**config.mk**
```make
export PLATFORM = sky130hd
export DESIGN_NAME = frac_baud_gen
export DESIGN_NICKNAME = d
export VERILOG_FILES = /design/src/rtl/frac_baud_pkg.sv /design/src/rtl/frac_baud_regs.sv /design/src/rtl/frac_baud_accum.sv /design/src/rtl/frac_baud_prescale.sv /design/src/rtl/frac_baud_gen.sv
export SDC_FILE = /design/constraint.sdc
export NUM_CORES = 1
export LEC_CHECK = 0
export ABC_AREA = 1
export BUFFER_PORTS_ARGS = -buffer_cell sky130_fd_sc_hd__buf_4
export CORE_MARGIN = 2
export CORE_UTILIZATION = 30
export CTS_BUF_LIST = sky130_fd_sc_hd__clkbuf_4
export CTS_CLUSTER_DIAMETER = 50
export DETAILED_ROUTE_END_ITERATION = 8
export SETUP_SLACK_MARGIN = 0.1
export SYNTH_ARGS = -nofsm -noshare
export SYNTH_HDL_FRONTEND = slang
export SYNTH_SLANG_ARGS = --single-unit
```
**constraint.sdc**
```tcl
create_clock -name clk -period 4.81 [get_ports clk]
set_clock_uncertainty 0.05 [all_clocks]
set_input_delay 0.7215 -clock clk [delete_from_list [all_inputs] [get_ports clk]]
set_output_delay 0.7215 -clock clk [all_outputs]
set_load 0.02 [all_outputs]
```
**src/rtl/frac_baud_pkg.sv**
```systemverilog
package frac_baud_pkg;

    localparam int unsigned BUS_AW = 8;
    localparam int unsigned BUS_DW = 32;

    // Byte offsets of the configuration registers
    localparam logic [BUS_AW-1:0] OFS_PRESCALE = 8'h30;
    localparam logic [BUS_AW-1:0] OFS_MULT     = 8'h34;
    localparam logic [BUS_AW-1:0] OFS_DIVISOR  = 8'h38;

    // Phase accumulator states
    typedef enum logic [0:0] {
        ST_HALT = 1'b0,
        ST_RUN  = 1'b1
    } acc_state_e;

endpackage

```
**src/rtl/frac_baud_regs.sv**
```systemverilog
module frac_baud_regs
    import frac_baud_pkg::*;
#(
    parameter int unsigned FRAC_W   = 24,
    parameter int unsigned PS_W     = 16,
    parameter int unsigned PS_RESET = 16
) (
    input  logic              clk,
    input  logic              rst_n,
    input  logic              bus_sel,
    input  logic              bus_we,
    input  logic [BUS_AW-1:0] bus_addr,
    input  logic [BUS_DW-1:0] bus_wdata,
    output logic [BUS_DW-1:0] bus_rdata,
    output logic [PS_W-1:0]   ps_q,
    output logic [FRAC_W-1:0] mul_q,
    output logic [FRAC_W-1:0] div_q,
    output logic              cfg_write
);

    logic hit_ps, hit_mul, hit_div, wr;

    always_comb begin
        hit_ps  = (bus_addr == OFS_PRESCALE);
        hit_mul = (bus_addr == OFS_MULT);
        hit_div = (bus_addr == OFS_DIVISOR);
        wr      = bus_sel && bus_we;
    end

    assign cfg_write = wr && (hit_ps || hit_mul || hit_div);

    always_ff @(posedge clk or negedge rst_n) begin
        if (!rst_n) begin
            ps_q  <= PS_W'(PS_RESET);
            mul_q <= FRAC_W'(1);
            div_q <= FRAC_W'(1);
        end else if (wr) begin
            if (hit_ps)  ps_q  <= bus_wdata[PS_W-1:0];
            if (hit_mul) mul_q <= bus_wdata[FRAC_W-1:0];
            if (hit_div) div_q <= bus_wdata[FRAC_W-1:0];
        end
    end

    always_comb begin
        bus_rdata = '0;
        if (bus_sel && !bus_we) begin
            if (hit_ps)  bus_rdata = BUS_DW'(ps_q);
            if (hit_mul) bus_rdata = BUS_DW'(mul_q);
            if (hit_div) bus_rdata = BUS_DW'(div_q);
        end
    end

endmodule

```
**src/rtl/frac_baud_accum.sv**
```systemverilog
module frac_baud_accum
    import frac_baud_pkg::*;
#(
    parameter int unsigned FRAC_W = 24
) (
    input  logic              clk,
    input  logic              rst_n,
    input  logic              restart,
    input  logic [FRAC_W-1:0] mul,
    input  logic [FRAC_W-1:0] div,
    output logic              tick
);

    localparam int unsigned SUM_W = FRAC_W + 1;

    acc_state_e state_q, state_d;
    logic [FRAC_W-1:0] phase_q;
    logic [SUM_W-1:0]  sum;
    logic              cfg_ok, wrap;

    always_comb begin
        cfg_ok = (mul != '0) && (div != '0) && (mul <= div);
        sum    = {1'b0, phase_q} + {1'b0, mul};
        wrap   = (sum >= {1'b0, div});
    end

    // next-state selection
    always_comb begin
        state_d = state_q;
        if (restart) begin
            state_d = ST_HALT;
        end else begin
            unique case (state_q)
                ST_HALT: if (cfg_ok)  state_d = ST_RUN;
                ST_RUN:  if (!cfg_ok) state_d = ST_HALT;
                default: state_d = ST_HALT;
            endcase
        end
    end

    // state register
    always_ff @(posedge clk or negedge rst_n) begin
        if (!rst_n) state_q <= ST_HALT;
        else        state_q <= state_d;
    end

    // phase and strobe
    always_ff @(posedge clk or negedge rst_n) begin
        if (!rst_n) begin
            phase_q <= '0;
            tick    <= 1'b0;
        end else if (restart) begin
            phase_q <= '0;
            tick    <= 1'b0;
        end else begin
            unique case (state_q)
                ST_HALT: begin
                    phase_q <= '0;
                    tick    <= 1'b0;
                end
                ST_RUN: begin
                    if (!cfg_ok) begin
                        phase_q <= '0;
                        tick    <= 1'b0;
                    end else if (wrap) begin
                        phase_q <= FRAC_W'(sum - {1'b0, div});
                        tick    <= 1'b1;
                    end else begin
                        phase_q <= sum[FRAC_W-1:0];
                        tick    <= 1'b0;
                    end
                end
                default: begin
                    phase_q <= '0;
                    tick    <= 1'b0;
                end
            endcase
        end
    end

endmodule

```
**src/rtl/frac_baud_prescale.sv**
```systemverilog
module frac_baud_prescale #(
    parameter int unsigned PS_W       = 16,
    parameter int unsigned PS_DEFAULT = 16
) (
    input  logic            clk,
    input  logic            rst_n,
    input  logic            restart,
    input  logic [PS_W-1:0] ps,
    input  logic            tick_in,
    output logic            tick_out
);

    logic [PS_W-1:0] ps_eff, cnt_q;
    logic            last;

    always_comb begin
        ps_eff   = (ps == '0) ? PS_W'(PS_DEFAULT) : ps;
        last     = (cnt_q >= ps_eff - PS_W'(1));
        tick_out = tick_in && last;
    end

    always_ff @(posedge clk or negedge rst_n) begin
        if (!rst_n)          cnt_q <= '0;
        else if (restart)    cnt_q <= '0;
        else if (tick_in)    cnt_q <= last ? '0 : cnt_q + PS_W'(1);
    end

endmodule

```
**src/rtl/frac_baud_gen.sv**
```systemverilog
module frac_baud_gen
    import frac_baud_pkg::*;
#(
    parameter int unsigned FRAC_W = 24,
    parameter int unsigned PS_W   = 16,
    parameter int unsigned PS_DEF = 16
) (
    input  logic        clk,
    input  logic        rst_n,
    input  logic        bus_sel,
    input  logic        bus_we,
    input  logic [7:0]  bus_addr,
    input  logic [31:0] bus_wdata,
    output logic [31:0] bus_rdata,
    output logic        sample_en,
    output logic        bit_en
);

    logic [PS_W-1:0]   cfg_ps;
    logic [FRAC_W-1:0] cfg_mul, cfg_div;
    logic              cfg_write;

    frac_baud_regs #(.FRAC_W(FRAC_W), .PS_W(PS_W), .PS_RESET(PS_DEF)) u_regs (
        .clk       (clk),
        .rst_n     (rst_n),
        .bus_sel   (bus_sel),
        .bus_we    (bus_we),
        .bus_addr  (bus_addr),
        .bus_wdata (bus_wdata),
        .bus_rdata (bus_rdata),
        .ps_q      (cfg_ps),
        .mul_q     (cfg_mul),
        .div_q     (cfg_div),
        .cfg_write (cfg_write)
    );

    frac_baud_accum #(.FRAC_W(FRAC_W)) u_accum (
        .clk     (clk),
        .rst_n   (rst_n),
        .restart (cfg_write),
        .mul     (cfg_mul),
        .div     (cfg_div),
        .tick    (sample_en)
    );

    frac_baud_prescale #(.PS_W(PS_W), .PS_DEFAULT(PS_DEF)) u_pre (
        .clk      (clk),
        .rst_n    (rst_n),
        .restart  (cfg_write),
        .ps       (cfg_ps),
        .tick_in  (sample_en),
        .tick_out (bit_en)
    );

endmodule

```
==> metrics.log <==
INFO  metric cts_tree = done
INFO  metric actual_transition_at_the_worst_max_transition_pin = 1000 ps
INFO  metric cts_inserted_buffers = 9
INFO  metric layout-drive-gt1-share = 0.0837
INFO  metric relative_max_transition_margin = 0.330
INFO  metric cap_violations = 0
INFO  metric detail_route.wirelength = 28300 um
INFO  metric avgSynthCellArea = 6.73 um^2
INFO  metric power.net_switching = 1.07 mW
INFO  metric share_clk_of_total_power = 0.188
INFO  metric final-instance-count-excl-fill = 1843
INFO  metric synth-edff-count = 0
INFO  metric initial_core_util = 0.305
INFO  metric setup_total_negative_slack = 0 ps
INFO  metric synthesis.area = 9350 um^2
INFO  metric share_comb_of_total_power = 0.432
INFO  metric grt_pass1_wl = 46100 um
INFO  metric floorplan.rows = 64
INFO  metric clockRootBuffer = clkbuf_4
INFO  metric via_per_inst = 4.85
INFO  metric synth_warnings = 0
INFO  metric global_route.overflow_total = 0
INFO  metric track_usage = 0.177
INFO  metric min_period_over_period = 0.894
INFO  metric grt_antenna_before_repair = 1
INFO  metric fillers = 3337
INFO  metric powerDensity = 240 nW/um^2
INFO  metric detailedRoute.firstPassIterationCount = 7
INFO  metric h-tree-depth = 3
INFO  metric power.share.switching = 0.432
INFO  metric worst_setup_hold_path_clk_slew = 180 ps
INFO  metric worstPathMaxFanout = 20
INFO  metric ys_seq_area_frac = 0.284
INFO  metric rr_startpoint = u_regs.mul_q[0]$_DFFE_PN1P_
INFO  metric holdBufCountCts = 0
INFO  metric end_kind = register
INFO  metric crit_path_max_incr_delay = 580 ps
INFO  metric die_y = 181 um
INFO  metric area_growth_syn_to_layout = 10.4%
INFO  metric clock_buffer_depth = 2
INFO  metric place.detailed.instances = 1825
INFO  metric grt_setup_unrepaired = false
INFO  metric fmax = 233 MHz
INFO  metric setup.worst_path.start_class = register
INFO  metric clk_latency = 510 ps
INFO  metric syn_inst = 1389
INFO  metric final_gp_congestion = 0.955
INFO  metric synth_top_area_frac = 0.276
INFO  metric via_count = 8930
INFO  metric initialDrtViolationCount = 537
INFO  metric hp-class = input port to asynchronous set/reset pin
INFO  metric crit_path_start = u_regs.mul_q[0]$_DFFE_PN1P_
INFO  metric numClockSinks = 106
INFO  metric top_level_pins = 78
INFO  metric yosys.area.top_type = dfrtp_1
INFO  metric synthArstFlopShare = 1.00
INFO  metric final_max_slew_viol_count = 0
INFO  metric finalHoldViolations = 0
INFO  metric worstReg2RegEnd = u_accum.phase_q[7]$_DFF_PN0_
INFO  metric synth_top_cells_by_area = dfrtp_1 (28%), nand2_1 (15%), ha_1 (12%), inv_1 (9.6%), nor2_1 (5.4%)
INFO  metric worst_r2r_path_depth = 25
INFO  metric synth_top_flop_cell = dfrtp_1
INFO  metric synth_cell_types = 48
INFO  metric outcome = finished with violations
INFO  metric dpl.hpwl = 23100 um
INFO  metric p_int = 1.41 mW
INFO  metric seq_power_share = 0.381
INFO  metric ir_worst_vdd = 0.000118 V
INFO  metric timing_worst_setup_path_type = register to register
INFO  metric number_of_register_bits_inferred_by_synthesis = 106
INFO  metric timing.critical_path.to = u_accum.phase_q[7]$_DFF_PN0_
INFO  metric leakage = 5.75 nW
INFO  metric violated_checks = design-rule violations
INFO  metric cpMostUsedCell = nand2_1
INFO  metric worst-endpoint-required = 5200 ps
INFO  metric floorplan.die.width = 181 um
INFO  metric timing.critical_path.slowest_stage_cell = dfstp_2
INFO  metric finalCriticalPeriod = 4300 ps
INFO  metric core_area = 30700 um^2
INFO  metric drt-wirelength-per-cell = 15.3 um
INFO  metric maximum_number_of_pins_on_one_net_before_global_route_repair = 75
INFO  metric detail_route.drc_violations = 2
INFO  metric layout.nets = 1577
INFO  metric crit_arrival = 4690 ps
INFO  metric die_area = 32600 um^2
INFO  metric timing.final.setup_violations = 0
INFO  metric count_of_nets_left_with_antenna_violations_after_detail_routing = 0
INFO  metric numPortBuffers = 61
INFO  metric first_global_vias = 8494
INFO  metric ff2ff_setup_slack = 510 ps
## registers in the layout, summed over array words and instances, names as in the netlist
signal / cells
u_accum.state_q: 1
u_regs.div_q: 24
u_pre.cnt_q: 16
u_regs.ps_q: 16
u_accum.phase_q: 24
u_regs.mul_q: 24
u_accum.tick: 1
## power by group through the flow
stage / Clock [mW] / Combinational, mW / Sequential [mW]
after CTS: 0.479 / 1.07 / 0.944
final: 0.465 / 1.07 / 0.944
after floorplan: 0 / 0.797 / 0.952
after global placement: 0 / 1.05 / 0.960
after detailed placement: 0 / 1.06 / 0.960
after global routing: 0.515 / 1.24 / 0.948
## what timing repair did
| action | in CTS | in global routing |
|---|---|---|
| buffers inserted | 0 | 1 |
| resized for setup | 0 | 6 |
| endpoints found under the setup margin | 0 | 1 |
| endpoints found under the hold margin | 0 | 0 |
## cell usage in the layout (no fill, tap or decap), types with 37 or more instances in the layout
master	Yosys	layout
nor2_1	135	133
nand2_1	378	378
xor2_1	37	37
inv_1	239	239
ha_1	90	90
dfrtp_1	103	103
o21ai_0	73	73
buf_4	11	67
nand3_1	51	50
a21oi_1	64	63
## critical path, delay by kind of cell, from the launching register on
| family | cells | cell delay (ps) |
|---|---|---|
| buffers and inverters | 3 | 290 |
| DFF | 1 | 580 |
| and+or+nand+nor | 17 | 2060 |
| AOI/OAI and AO/OA | 1 | 100 |
| xor gates and xnor gates | 1 | 160 |
| adders and majority gates | 3 | 990 |
## logic make-up (layout without fill, tap and decap cells)
| group | Yosys count | after routing | synth area share |
|---|---|---|---|
| compound gates | 220 | 220 | 0.129 |
| buf+inv | 274 | 324 | 0.118 |
| fa+ha+maj | 92 | 92 | 0.125 |
| xor+xnor | 57 | 57 | 0.0534 |
| flops | 106 | 106 | 0.284 |
| other cells | 1 | 9 | 0.000401 |
| simple gates | 639 | 639 | 0.290 |
## synth_stat cells (11+ instances only)
cell type / n
nand2_2: 11
nor2_1: 135
nor3_1: 11
o21ai_0: 73
nand4_1: 27
inv_1: 239
o21ai_1: 33
o22ai_1: 19
xor2_1: 37
nand2_1: 378
clkbuf_1: 11
dfrtp_1: 103
ha_1: 90
a21oi_1: 64
nand3_1: 51
buf_4: 11
xnor2_1: 20
## metrics by stage
step	power (mW)	hold WS [ps]	worst slack [ps]	util	cell area, um^2
after floorplan	1.75	376	1380	-	9380
after global placement	2.01	416	593	0.332	10200
after detailed placement	2.02	424	564	0.332	10200
after CTS	2.49	329	149	0.336	10300
after global routing	2.70	365	165	0.337	10300
final	2.48	309	512	0.337	10300
## per-layer routing
metal  GRT usage  wire length (um)  vias up
met5           0                 0        -
met4      0.0435               480        0
met3      0.0184              1010       28
met2       0.295             13300      203
met1       0.244             13400     4187
li1            -                 -     4512
## area by class of cell
type	instances	area [um^2]	area share
inverters	241	905	0.0876
clock inverters	5	37.5	0.00364
well taps	396	495	0.0480
clock buffers	11	82.6	0.00800
multi-input cells	1016	5640	0.547
flip-flops and latches	106	2660	0.257
repair buffers	67	503	0.0487
diodes	1	2.50	0.000242
## worst min path at each step
| stage | endpoint | slack (ps) | depth (start not counted) |
|---|---|---|---|
| floorplan | u_accum.phase_q[0]$_DFF_PN0_ | 380 | 0 |
| global placement | u_regs.div_q[21]$_DFFE_PN0P_ | 420 | 2 |
| detailed placement | u_regs.ps_q[4]$_DFFE_PN1P_ | 420 | 2 |
| CTS | u_pre.cnt_q[5]$_DFFE_PN0P_ | 330 | 1 |
| global route | u_pre.cnt_q[5]$_DFFE_PN0P_ | 360 | 1 |
| finish | u_pre.cnt_q[5]$_DFFE_PN0P_ | 310 | 1 |
Power figures use the tool's default switching activity.
